--- src/rtl/addr_win_pkg.sv ---
// Package: shared field layout and register-select encoding for the
// address window decoder. Assumes a 32-bit address and 64 KB granules.
package addr_win_pkg;

    localparam int ADDR_W   = 32;
    localparam int GRAN_W   = 16;               // offset bits inside one 64 KB granule
    localparam int MASK_W   = ADDR_W - GRAN_W;  // width of the size mask
    localparam int TGT_W    = 4;
    localparam int ATTR_W   = 8;
    localparam int SEL_W    = 2;

    // Control word layout; bit 0 is the enable
    typedef struct packed {
        logic [MASK_W-1:0] size;
        logic [ATTR_W-1:0] attr;
        logic [TGT_W-1:0]  target;
        logic [2:0]        spare;
        logic              en;
    } win_ctrl_t;

    typedef enum logic [SEL_W-1:0] {
        SEL_CTRL     = 2'd0,
        SEL_BASE     = 2'd1,
        SEL_REMAP_LO = 2'd2,
        SEL_REMAP_HI = 2'd3
    } reg_sel_e;

endpackage

--- src/rtl/addr_win_regs.sv ---
// Module: window register file. Holds control and base for every window,
// and remap low/high only for windows below NUM_REMAP. Unimplemented
// registers read zero and ignore writes. Read is combinational.
module addr_win_regs
    import addr_win_pkg::*;
#(
    parameter int NUM_WIN   = 8,
    parameter int NUM_REMAP = 4,
    localparam int IDX_W    = $clog2(NUM_WIN),
    localparam int CFG_AW   = IDX_W + SEL_W
) (
    input  logic                             clk,
    input  logic                             rst_n,
    input  logic                             wr_en,
    input  logic [CFG_AW-1:0]                addr,
    input  logic [ADDR_W-1:0]                wdata,
    output logic [ADDR_W-1:0]                rdata,
    output logic [NUM_WIN-1:0][ADDR_W-1:0]   ctrl_q,
    output logic [NUM_WIN-1:0][ADDR_W-1:0]   base_q,
    output logic [NUM_WIN-1:0][ADDR_W-1:0]   remap_lo_q,
    output logic [NUM_WIN-1:0][ADDR_W-1:0]   remap_hi_q
);

    logic [IDX_W-1:0] win_sel;
    reg_sel_e         reg_sel;

    assign win_sel = addr[CFG_AW-1:SEL_W];
    assign reg_sel = reg_sel_e'(addr[SEL_W-1:0]);

    for (genvar w = 0; w < NUM_WIN; w++) begin : g_win
        logic hit_w;
        assign hit_w = wr_en && (win_sel == IDX_W'(w));

        // Purpose: hold control and base words of this window
        always_ff @(posedge clk) begin
            if (!rst_n) begin
                ctrl_q[w] <= '0;
                base_q[w] <= '0;
            end else if (hit_w) begin
                if (reg_sel == SEL_CTRL) ctrl_q[w] <= wdata;
                if (reg_sel == SEL_BASE) base_q[w] <= wdata;
            end
        end

        if (w < NUM_REMAP) begin : g_remap
            // Purpose: hold remap words of a window that translates
            always_ff @(posedge clk) begin
                if (!rst_n) begin
                    remap_lo_q[w] <= '0;
                    remap_hi_q[w] <= '0;
                end else if (hit_w) begin
                    if (reg_sel == SEL_REMAP_LO) remap_lo_q[w] <= wdata;
                    if (reg_sel == SEL_REMAP_HI) remap_hi_q[w] <= wdata;
                end
            end
        end else begin : g_no_remap
            assign remap_lo_q[w] = '0;
            assign remap_hi_q[w] = '0;
        end
    end

    // Purpose: return the addressed register for software reads
    always_comb begin
        unique case (reg_sel)
            SEL_CTRL:     rdata = ctrl_q[win_sel];
            SEL_BASE:     rdata = base_q[win_sel];
            SEL_REMAP_LO: rdata = remap_lo_q[win_sel];
            SEL_REMAP_HI: rdata = remap_hi_q[win_sel];
            default:      rdata = '0;
        endcase
    end

endmodule

--- src/rtl/addr_win_match.sv ---
// Module: one window comparator and translator. Hit when the window is
// enabled and the address agrees with the base on every bit the size
// mask leaves clear. HAS_REMAP selects translation or pass-through.
module addr_win_match
    import addr_win_pkg::*;
#(
    parameter bit HAS_REMAP = 1'b1
) (
    input  logic [ADDR_W-1:0] ctrl,
    input  logic [ADDR_W-1:0] base,
    input  logic [ADDR_W-1:0] remap_lo,
    input  logic [ADDR_W-1:0] addr,
    output logic              hit,
    output logic [ADDR_W-1:0] xlat
);

    win_ctrl_t         cw;
    logic [MASK_W-1:0] keep;   // bits that must equal the base

    assign cw   = win_ctrl_t'(ctrl);
    assign keep = ~cw.size;

    // Purpose: compare the masked upper address against the masked base
    always_comb begin
        hit = cw.en && ((addr[ADDR_W-1:GRAN_W] & keep) == (base[ADDR_W-1:GRAN_W] & keep));
    end

    if (HAS_REMAP) begin : g_xlat
        // Purpose: splice remap upper bits with the in-window offset
        always_comb begin
            xlat = {(remap_lo[ADDR_W-1:GRAN_W] & keep) | (addr[ADDR_W-1:GRAN_W] & cw.size),
                    addr[GRAN_W-1:0]};
        end
    end else begin : g_pass
        assign xlat = addr;
    end

endmodule

--- src/rtl/addr_win_prio.sv ---
// Module: fixed-priority resolver. Picks the lowest-numbered asserted
// hit and reports whether any hit is present.
module addr_win_prio #(
    parameter int NUM_WIN = 8,
    localparam int IDX_W  = $clog2(NUM_WIN)
) (
    input  logic [NUM_WIN-1:0] hits,
    output logic               any,
    output logic [IDX_W-1:0]   idx
);

    // Purpose: scan from the top so the lowest hit is assigned last
    always_comb begin
        any = 1'b0;
        idx = '0;
        for (int i = NUM_WIN - 1; i >= 0; i--) begin
            if (hits[i]) begin
                any = 1'b1;
                idx = IDX_W'(i);
            end
        end
    end

endmodule

--- src/rtl/addr_window_decoder.sv ---
// Module: top of the address window decoder. Holds the registers, runs
// every window comparator in parallel, resolves priority and registers
// the response one cycle after the request. Assumes synchronous
// active-low reset and that cfg_rdata is sampled combinationally.
module addr_window_decoder
    import addr_win_pkg::*;
#(
    parameter int NUM_WIN   = 8,
    parameter int NUM_REMAP = 4,
    localparam int IDX_W    = $clog2(NUM_WIN),
    localparam int CFG_AW   = IDX_W + SEL_W
) (
    input  logic              clk,
    input  logic              rst_n,
    input  logic              cfg_wr,
    input  logic [CFG_AW-1:0] cfg_addr,
    input  logic [ADDR_W-1:0] cfg_wdata,
    output logic [ADDR_W-1:0] cfg_rdata,
    input  logic              req_valid,
    input  logic [ADDR_W-1:0] req_addr,
    output logic              rsp_valid,
    output logic              rsp_hit,
    output logic              rsp_miss,
    output logic [IDX_W-1:0]  rsp_win,
    output logic [TGT_W-1:0]  rsp_target,
    output logic [ATTR_W-1:0] rsp_attr,
    output logic [ADDR_W-1:0] rsp_addr
);

    logic [NUM_WIN-1:0][ADDR_W-1:0] ctrl_q;
    logic [NUM_WIN-1:0][ADDR_W-1:0] base_q;
    logic [NUM_WIN-1:0][ADDR_W-1:0] remap_lo_q;
    logic [NUM_WIN-1:0][ADDR_W-1:0] remap_hi_q;
    logic [NUM_WIN-1:0]             win_hit;
    logic [NUM_WIN-1:0][ADDR_W-1:0] win_xlat;
    logic                           any_hit;
    logic [IDX_W-1:0]               sel_idx;
    win_ctrl_t                      sel_ctrl;

    addr_win_regs #(
        .NUM_WIN   (NUM_WIN),
        .NUM_REMAP (NUM_REMAP)
    ) u_regs (
        .clk        (clk),
        .rst_n      (rst_n),
        .wr_en      (cfg_wr),
        .addr       (cfg_addr),
        .wdata      (cfg_wdata),
        .rdata      (cfg_rdata),
        .ctrl_q     (ctrl_q),
        .base_q     (base_q),
        .remap_lo_q (remap_lo_q),
        .remap_hi_q (remap_hi_q)
    );

    for (genvar w = 0; w < NUM_WIN; w++) begin : g_match
        addr_win_match #(
            .HAS_REMAP (w < NUM_REMAP)
        ) u_match (
            .ctrl     (ctrl_q[w]),
            .base     (base_q[w]),
            .remap_lo (remap_lo_q[w]),
            .addr     (req_addr),
            .hit      (win_hit[w]),
            .xlat     (win_xlat[w])
        );
    end

    addr_win_prio #(
        .NUM_WIN (NUM_WIN)
    ) u_prio (
        .hits (win_hit),
        .any  (any_hit),
        .idx  (sel_idx)
    );

    assign sel_ctrl = win_ctrl_t'(ctrl_q[sel_idx]);

    // Purpose: register the decode result one cycle after the request
    always_ff @(posedge clk) begin
        if (!rst_n) begin
            rsp_valid  <= 1'b0;
            rsp_hit    <= 1'b0;
            rsp_miss   <= 1'b0;
            rsp_win    <= '0;
            rsp_target <= '0;
            rsp_attr   <= '0;
            rsp_addr   <= '0;
        end else begin
            rsp_valid <= req_valid;
            rsp_hit   <= req_valid && any_hit;
            rsp_miss  <= req_valid && !any_hit;
            if (req_valid && any_hit) begin
                rsp_win    <= sel_idx;
                rsp_target <= sel_ctrl.target;
                rsp_attr   <= sel_ctrl.attr;
                rsp_addr   <= win_xlat[sel_idx];
            end else if (req_valid) begin
                rsp_win    <= '0;
                rsp_target <= '0;
                rsp_attr   <= '0;
                rsp_addr   <= req_addr;
            end
        end
    end

endmodule

--- config.mk ---
export PLATFORM = sky130hd
export DESIGN_NAME = addr_window_decoder
export DESIGN_NICKNAME = d
export VERILOG_FILES = /design/src/rtl/addr_win_pkg.sv /design/src/rtl/addr_win_regs.sv /design/src/rtl/addr_win_match.sv /design/src/rtl/addr_win_prio.sv /design/src/rtl/addr_window_decoder.sv
export SDC_FILE = /design/constraint.sdc
export NUM_CORES = 2
export LEC_CHECK = 0
export BUFFER_PORTS_ARGS = -buffer_cell sky130_fd_sc_hd__buf_2
export CAP_MARGIN = 10
export CORE_ASPECT_RATIO = 1.2
export CORE_MARGIN = 5
export CORE_UTILIZATION = 60
export CTS_BUF_LIST = sky130_fd_sc_hd__clkbuf_8
export CTS_CLUSTER_DIAMETER = 150
export DETAILED_ROUTE_END_ITERATION = 10
export PLACE_DENSITY = 0.77
export SETUP_SLACK_MARGIN = 0.02
export SLEW_MARGIN = 20
export SYNTH_ARGS = -nofsm -noshare
export SYNTH_HDL_FRONTEND = slang
export SYNTH_HIERARCHICAL = 1
export SYNTH_SLANG_ARGS = --single-unit
--- constraint.sdc ---
create_clock -name clk -period 5.45 [get_ports clk]
set_input_delay 0.2725 -clock clk [delete_from_list [all_inputs] [get_ports clk]]
set_output_delay 0.2725 -clock clk [all_outputs]
set_load 0.03 [all_outputs]
Word-level counts from Yosys, hierarchy flattened
Cells that the tools add are included.
Widths: inputs -> output; s select.
{"block": "totals", "output_inout_bits": 82, "register_bits": 818}
{"block": "op_classes", "muxes": 37, "reduce_logical": 46, "eq_ne": 18, "order_cmp": 2, "bitwise_logic": 36}
{"cell": "$bmux 32 s3", "n": 6}
{"cell": "$and 16x16->16", "n": 24}
{"cell": "$mux 32", "n": 7}
{"cell": "$eq 16x16->1", "n": 8}
{"cell": "$not 16->16", "n": 8}
{"cell": "$pmux 32 s4", "n": 1}
{"cell": "$or 16x16->16", "n": 4}
{"cell": "$reduce_and 2->1", "n": 24}
{"cell": "$mux 3", "n": 10}
{"cell": "$logic_and 1x1->1", "n": 18}
{"cell": "$mux 16", "n": 1}
{"cell": "$mux 8", "n": 2}
{"cell": "$eq 3x3->1 const B", "n": 4}
{"cell": "$lt 3x4->1 const B", "n": 2}
{"cell": "$mux 1", "n": 8}
{"cell": "$mux 4", "n": 2}
{"cell": "$eq 3x2->1 const B", "n": 2}
{"cell": "$eq 2x2->1 const B", "n": 2}
{"cell": "$eq 3x1->1 const B", "n": 1}
{"cell": "$logic_not 3->1", "n": 1}
{"cell": "$eq 2x1->1 const B", "n": 1}
{"cell": "$logic_not 2->1", "n": 1}
{"cell": "$reduce_bool 2->1", "n": 1}
{"cell": "$logic_not 1->1", "n": 1}

Depth between registers and ports, before layout
{"block": "depth", "ltp_word": 15, "ltp_mapped": 14, "ltp_nobuf": 11}

Hierarchy
Netlist, hierarchy kept.
{"mod": "addr_win_regs", "cells_each": 4251, "area_per_inst_um2": 36801.5, "seq_area_each_um2": 15374.7, "instances": 1}
{"mod": "addr_window_decoder", "cells_each": 382, "area_per_inst_um2": 4372.9, "seq_area_each_um2": 1001.0, "instances": 1}
{"mod": "addr_win_match (g_match[0].u_match ...)", "cells_each": 60, "area_per_inst_um2": 519.2, "seq_area_each_um2": 0.0, "instances": 4}
{"mod": "addr_win_match (g_match[4].u_match ...)", "cells_each": 62, "area_per_inst_um2": 462.9, "seq_area_each_um2": 0.0, "instances": 4}
{"mod": "addr_win_prio", "cells_each": 13, "area_per_inst_um2": 80.1, "seq_area_each_um2": 0.0, "instances": 1}

Worst setup path before layout
No wires, ideal clock.
{"block": "synth_path", "path_kind": "reg-to-reg", "start": "register u_regs/base_q[88] in the netlist's numbering", "end": "register rsp_addr[17]", "path_buffers": 2, "arrival_ns": 2.782, "path_stages_with_launch": 12, "synth_period_minus_slack_ns": 2.909, "path_slack_ns": 2.541, "cell_sequence": "dfxtp_1 xnor2_1 o22ai_1 or4_1 nor4_2 nor2_1 a211oi_1 buf_2 clkbuf_1 mux4_2 a22oi_1 o21ai_1"}
{"block": "synth_via", "elab_chain_cells": 9, "elab_cells_between_ends": 14, "cone_classes": "eq/ne (1); mux (9); bitwise (1); reduce/logical (3)"}
{"element": "start, declared", "line_no": "addr_win_regs.sv:19", "text": "output logic [NUM_WIN-1:0][ADDR_W-1:0] base_q,"}
{"element": "start signal, assigned by index", "line_no": "addr_win_regs.sv:41", "text": "if (reg_sel == SEL_BASE) base_q[w] <= wdata;"}
{"element": "$and 16x16->16", "line_no": "addr_win_match.sv:25", "text": "hit = cw.en && ((addr[ADDR_W-1:GRAN_W] & keep) == (base[ADDR_W-1:GRAN_W] & keep));"}
{"element": "$eq 16x16->1", "line_no": "addr_win_match.sv:25"}
{"element": "$logic_and 1x1->1", "line_no": "addr_win_match.sv:25"}
{"element": "named net win_hit[2]", "line_no": "addr_window_decoder.sv:34", "text": "logic [NUM_WIN-1:0] win_hit;"}
{"element": "$mux 3 (3 in a row)", "line_no": "addr_win_prio.sv:17", "text": "if (hits[i]) begin"}
{"element": "named net sel_idx[1]", "line_no": "addr_window_decoder.sv:37", "text": "logic [IDX_W-1:0] sel_idx;"}
{"element": "$bmux 32 s3", "line_no": "addr_window_decoder.sv:97", "text": "rsp_addr <= win_xlat[sel_idx];"}
{"element": "$mux 32 (implied by the code)", "line_no": "addr_window_decoder.sv:97"}
{"element": "$mux 32", "line_no": "addr_window_decoder.sv:93", "text": "if (req_valid && any_hit) begin"}
{"element": "end signal, assigned", "line_no": "addr_window_decoder.sv:97"}
{"element": "end signal, assigned", "line_no": "addr_window_decoder.sv:102", "text": "rsp_addr <= req_addr;"}
{"element": "end, declared", "line_no": "addr_window_decoder.sv:27", "text": "output logic [ADDR_W-1:0] rsp_addr"}
The timed path passes the listed nets, and every way through them passes these cells. The select of a mux whose other input is x is not followed.
A chain may end at the register's enable or synchronous reset.

Final worst setup path
{"block": "layout_path", "start": "input req_addr[20]", "end": "register rsp_addr[19]"}
{"block": "layout_via", "elab_cells_between_ends": 45, "cone_classes": "eq/ne (8); mux (19); bitwise (8); reduce/logical (10)"}
{"element": "start, declared", "line_no": "addr_window_decoder.sv:20", "text": "input logic [ADDR_W-1:0] req_addr,"}
{"element": "$and 16x16->16", "line_no": "addr_win_match.sv:25"}
{"element": "$eq 16x16->1", "line_no": "addr_win_match.sv:25"}
{"element": "$logic_and 1x1->1", "line_no": "addr_win_match.sv:25"}
{"element": "named net win_hit[3]", "line_no": "addr_window_decoder.sv:34"}
{"element": "$mux 3 (4 in a row)", "line_no": "addr_win_prio.sv:17"}
{"element": "named net sel_idx[0]", "line_no": "addr_window_decoder.sv:37"}
{"element": "$bmux 32 s3", "line_no": "addr_window_decoder.sv:97"}
{"element": "$mux 32 (implied by the code)", "line_no": "addr_window_decoder.sv:97"}
{"element": "$mux 32", "line_no": "addr_window_decoder.sv:93"}
The timed path passes the listed nets, and every way through them passes these cells. The select of a mux whose other input is x is not followed.

==> flow_metrics.tcl <==
set metrics [dict create \
    run_status "finished clean" \
    clkLatencyLatePin_ns 0.81 \
    placed_area_mm2 0.0425 \
    fp.dieArea_mm2 0.0776 \
    fin_nets 4763 \
    cts_resized 0 \
    viasPerCell 6.40 \
    post_synth_inst_count 4877 \
    timing.critical_path.slowest_cell_delay_ns 0.68 \
    worstSetupEndpointType "register" \
    top_level_ports 155 \
    cts_root_buffer_type "clkbuf_8" \
    placement.io_buffers 154 \
    routed_wl_um 144000 \
    area_growth_pct 6.42 \
    layout.filler_cells 5821 \
    detail_route.first_pass.iterations 6 \
    grt_antenna_before_repair 11 \
    wl_per_cell_um 25.1 \
    detail-route-antenna-nets 0 \
    critical_path.max_fanout 101 \
    wl_met3_um 17000 \
    tritoncts_clock_tree "yes" \
    min-delay-path-class "in -> reg" \
    horizontal_die_dimension_um 255 \
    start_kind "primary input" \
    maxClockFrequency_ghz 0.245 \
    layout_worst_path_cycle_share_pct 74.8 \
    power.switching_mw 3.32 \
    starting_density_of_the_core_pct 60.7 \
    met1Wirelength_um 51500 \
    critical-path-slowest-cell "dlygate4sd3_1" \
    syn_avg_cell_area_um2 8.87 \
    grt.overflow.total 0 \
    share_seq_of_total_power_pct 47.3 \
    wl_met2_um 64600 \
    topRoutingLayerUsed "met5" \
    max_slew.worst_pin.slew_ns 1.25 \
    worst_slew_margin_rel_pct 16.5 \
    fp.dieH_um 304 \
    first_pass_grt_wire_length_um 215000 \
    setup-violations-final 0 \
    number_of_remaining_drc_errors 0 \
    unrepaired_setup_endpoints_after_global_routing "no" \
    clk_pin_slew_worst_paths_ns 0.06 \
    drt_iter0_markers 4424 \
    place_congestion 0.993 \
    cp_data_arrival_time_ns 4.72 \
    fin_worst_skew_ns 0.0342 \
    drive_above_1_share_pct 16.4 \
    share_clk_of_total_power_pct 44.4 \
    layout_min_cycle_time_ns 4.08 \
    htreeDepth 4 \
    placementRows 107 \
    design.core.area_mm2 0.0712 \
    grt_max_degree 245 \
    clock_sinks 818 \
    max_cap_violations 0 \
    cts_inserted_buffers 135 \
    final_cell_count_no_fill 5732 \
    dr_total_vias 36700 \
    power_density_mw_per_mm2 279 \
    synth_warnings 6 \
    slew_viol_final 0 \
    combinational_cell_fraction_of_total_power_pct 8.3 \
    p_sw_share_pct 25.8 \
    critical_path_class "in -> reg" \
    place_inst 5417 \
    synth_area_mm2 0.0433 \
    totalNegativeSetupSlack_ns 0 \
    clk_path_buf_depth 3 \
    worst_ep_required_time_ns 6.09 \
    track_usage_pct 35.9 \
    synth_nets 4950 \
    hold_viol_final 0 \
    cell_internal_power_mw 9.52 \
    worstPathCellList "dlygate4sd3_1 > buf_2 > xnor2_1 > o22ai_1 > or4_1 > nor4_2 > nor2b_1 > o21bai_1 > o41ai_2 > buf_12 > mux4_2 > a22oi_1 > o21ai_1" \
    hpwl_after_detailed_placement_um 90500 \
    leakage_nw 15.3 \
    final_area_mm2 0.0460 \
    power.ir.vdd_worst_uv 233 \
    first_global_vias 34900 \
]
power groups by stage:
stage	Combinational, mW	Sequential [mW]	Clock [mW]
6_report	1.06	6.07	5.70
5_1_grt	1.10	6.08	6.00
4_1_cts	1.03	6.07	5.73
3_5_place_dp	0.991	6.20	0
3_3_place_gp	0.981	6.20	0
2_1_floorplan	0.731	6.22	0
state kept, by name, indices dropped and copies added, names as in the netlist:
register           count
rsp_win                3
rsp_valid              1
u_regs/ctrl_q        256
u_regs/base_q        256
rsp_addr              32
rsp_attr               8
rsp_hit                1
rsp_target             4
u_regs/remap_hi_q    128
rsp_miss               1
u_regs/remap_lo_q    128
repair_timing:
action,in CTS,in global routing
hold buffers,62,0
buffers inserted,0,0
endpoints found under the hold margin,777,0
placed cells by master (no fill, tap or decap), types with 12 or more instances in the layout:
master            n
nor2_1           39
o22ai_1          90
nand3_1          20
a21boi_0        391
clkbuf_8        185
buf_4            86
xnor2_1         128
inv_1            35
o21ai_0          14
buf_2           150
nand3b_1         12
a21oi_1          39
nor2b_1          32
mux4_2          224
a211oi_1         25
a31oi_1          25
dfxtp_1         818
nand2_1        1586
nand2b_1         14
clkinv_2         13
a21boi_1        377
mux2i_1         106
o21ai_1          32
a22oi_1          91
a32oi_1          13
mux2_2           66
dlygate4sd3_1    62
critical path: cells and delay by family:
family	cells	cell delay (ns)
AO/OA/AOI/OAI	5	0.61
XOR/XNOR	1	0.17
buffers and inverters	3	1.69
multiplexers	1	0.65
AND/OR/NAND/NOR	3	1.18
worst paths after layout:
| check | startpoint | depth (start not counted) | to | slack [ns] |
|---|---|---|---|---|
| max | req_addr[20] | 13 | rsp_addr[19]$_SDFFE_PN0P_ | 1.37 |
| min | req_addr[17] | 3 | rsp_addr[17]$_SDFFE_PN0P_ | 0.07 |
| max reg2reg | u_regs/base_q[122]$_SDFFE_PN0P_ | 11 | rsp_addr[19]$_SDFFE_PN0P_ | 1.56 |
| min reg2reg | u_regs/remap_hi_q[39]$_SDFFE_PN0P_ | 2 | u_regs/remap_hi_q[39]$_SDFFE_PN0P_ | 0.45 |
area by class of cell:
| class | instances | area [um2] | area share (%) |
|---|---|---|---|
| Clock buffer | 185 | 2550 | 5.53 |
| Inverter | 4 | 15.0 | 0.0326 |
| Clock inverter | 58 | 325 | 0.707 |
| Antenna cell | 10 | 25.0 | 0.0544 |
| Timing Repair Buffer | 305 | 2140 | 4.65 |
| Tap cell | 926 | 1160 | 2.52 |
| Sequential cell | 818 | 16400 | 35.6 |
| Multi-Input combinational cell | 3426 | 23400 | 50.9 |
per-stage QoR:
stage / hold WS, ns / util [%] / power (mW) / setup slack (ns)
2_1_floorplan: 0.407 / - / 6.95 / 2.54
5_1_grt: 0.0932 / 64.6 / 13.2 / 1.25
3_5_place_dp: 0.444 / 59.7 / 7.20 / 1.40
3_3_place_gp: 0.437 / 59.7 / 7.18 / 1.51
6_report: 0.0691 / 64.6 / 12.8 / 1.37
4_1_cts: 0.0147 / 64.6 / 12.8 / 1.60
metal layers:
metal,vias to the layer above,track usage (%)
li1,16200,-
met1,17500,44.4
met2,2407,54.5
met3,624,9.98
met4,6,24.4
met5,-,0
No activity file was read; power rests on OpenSTA's default activity.
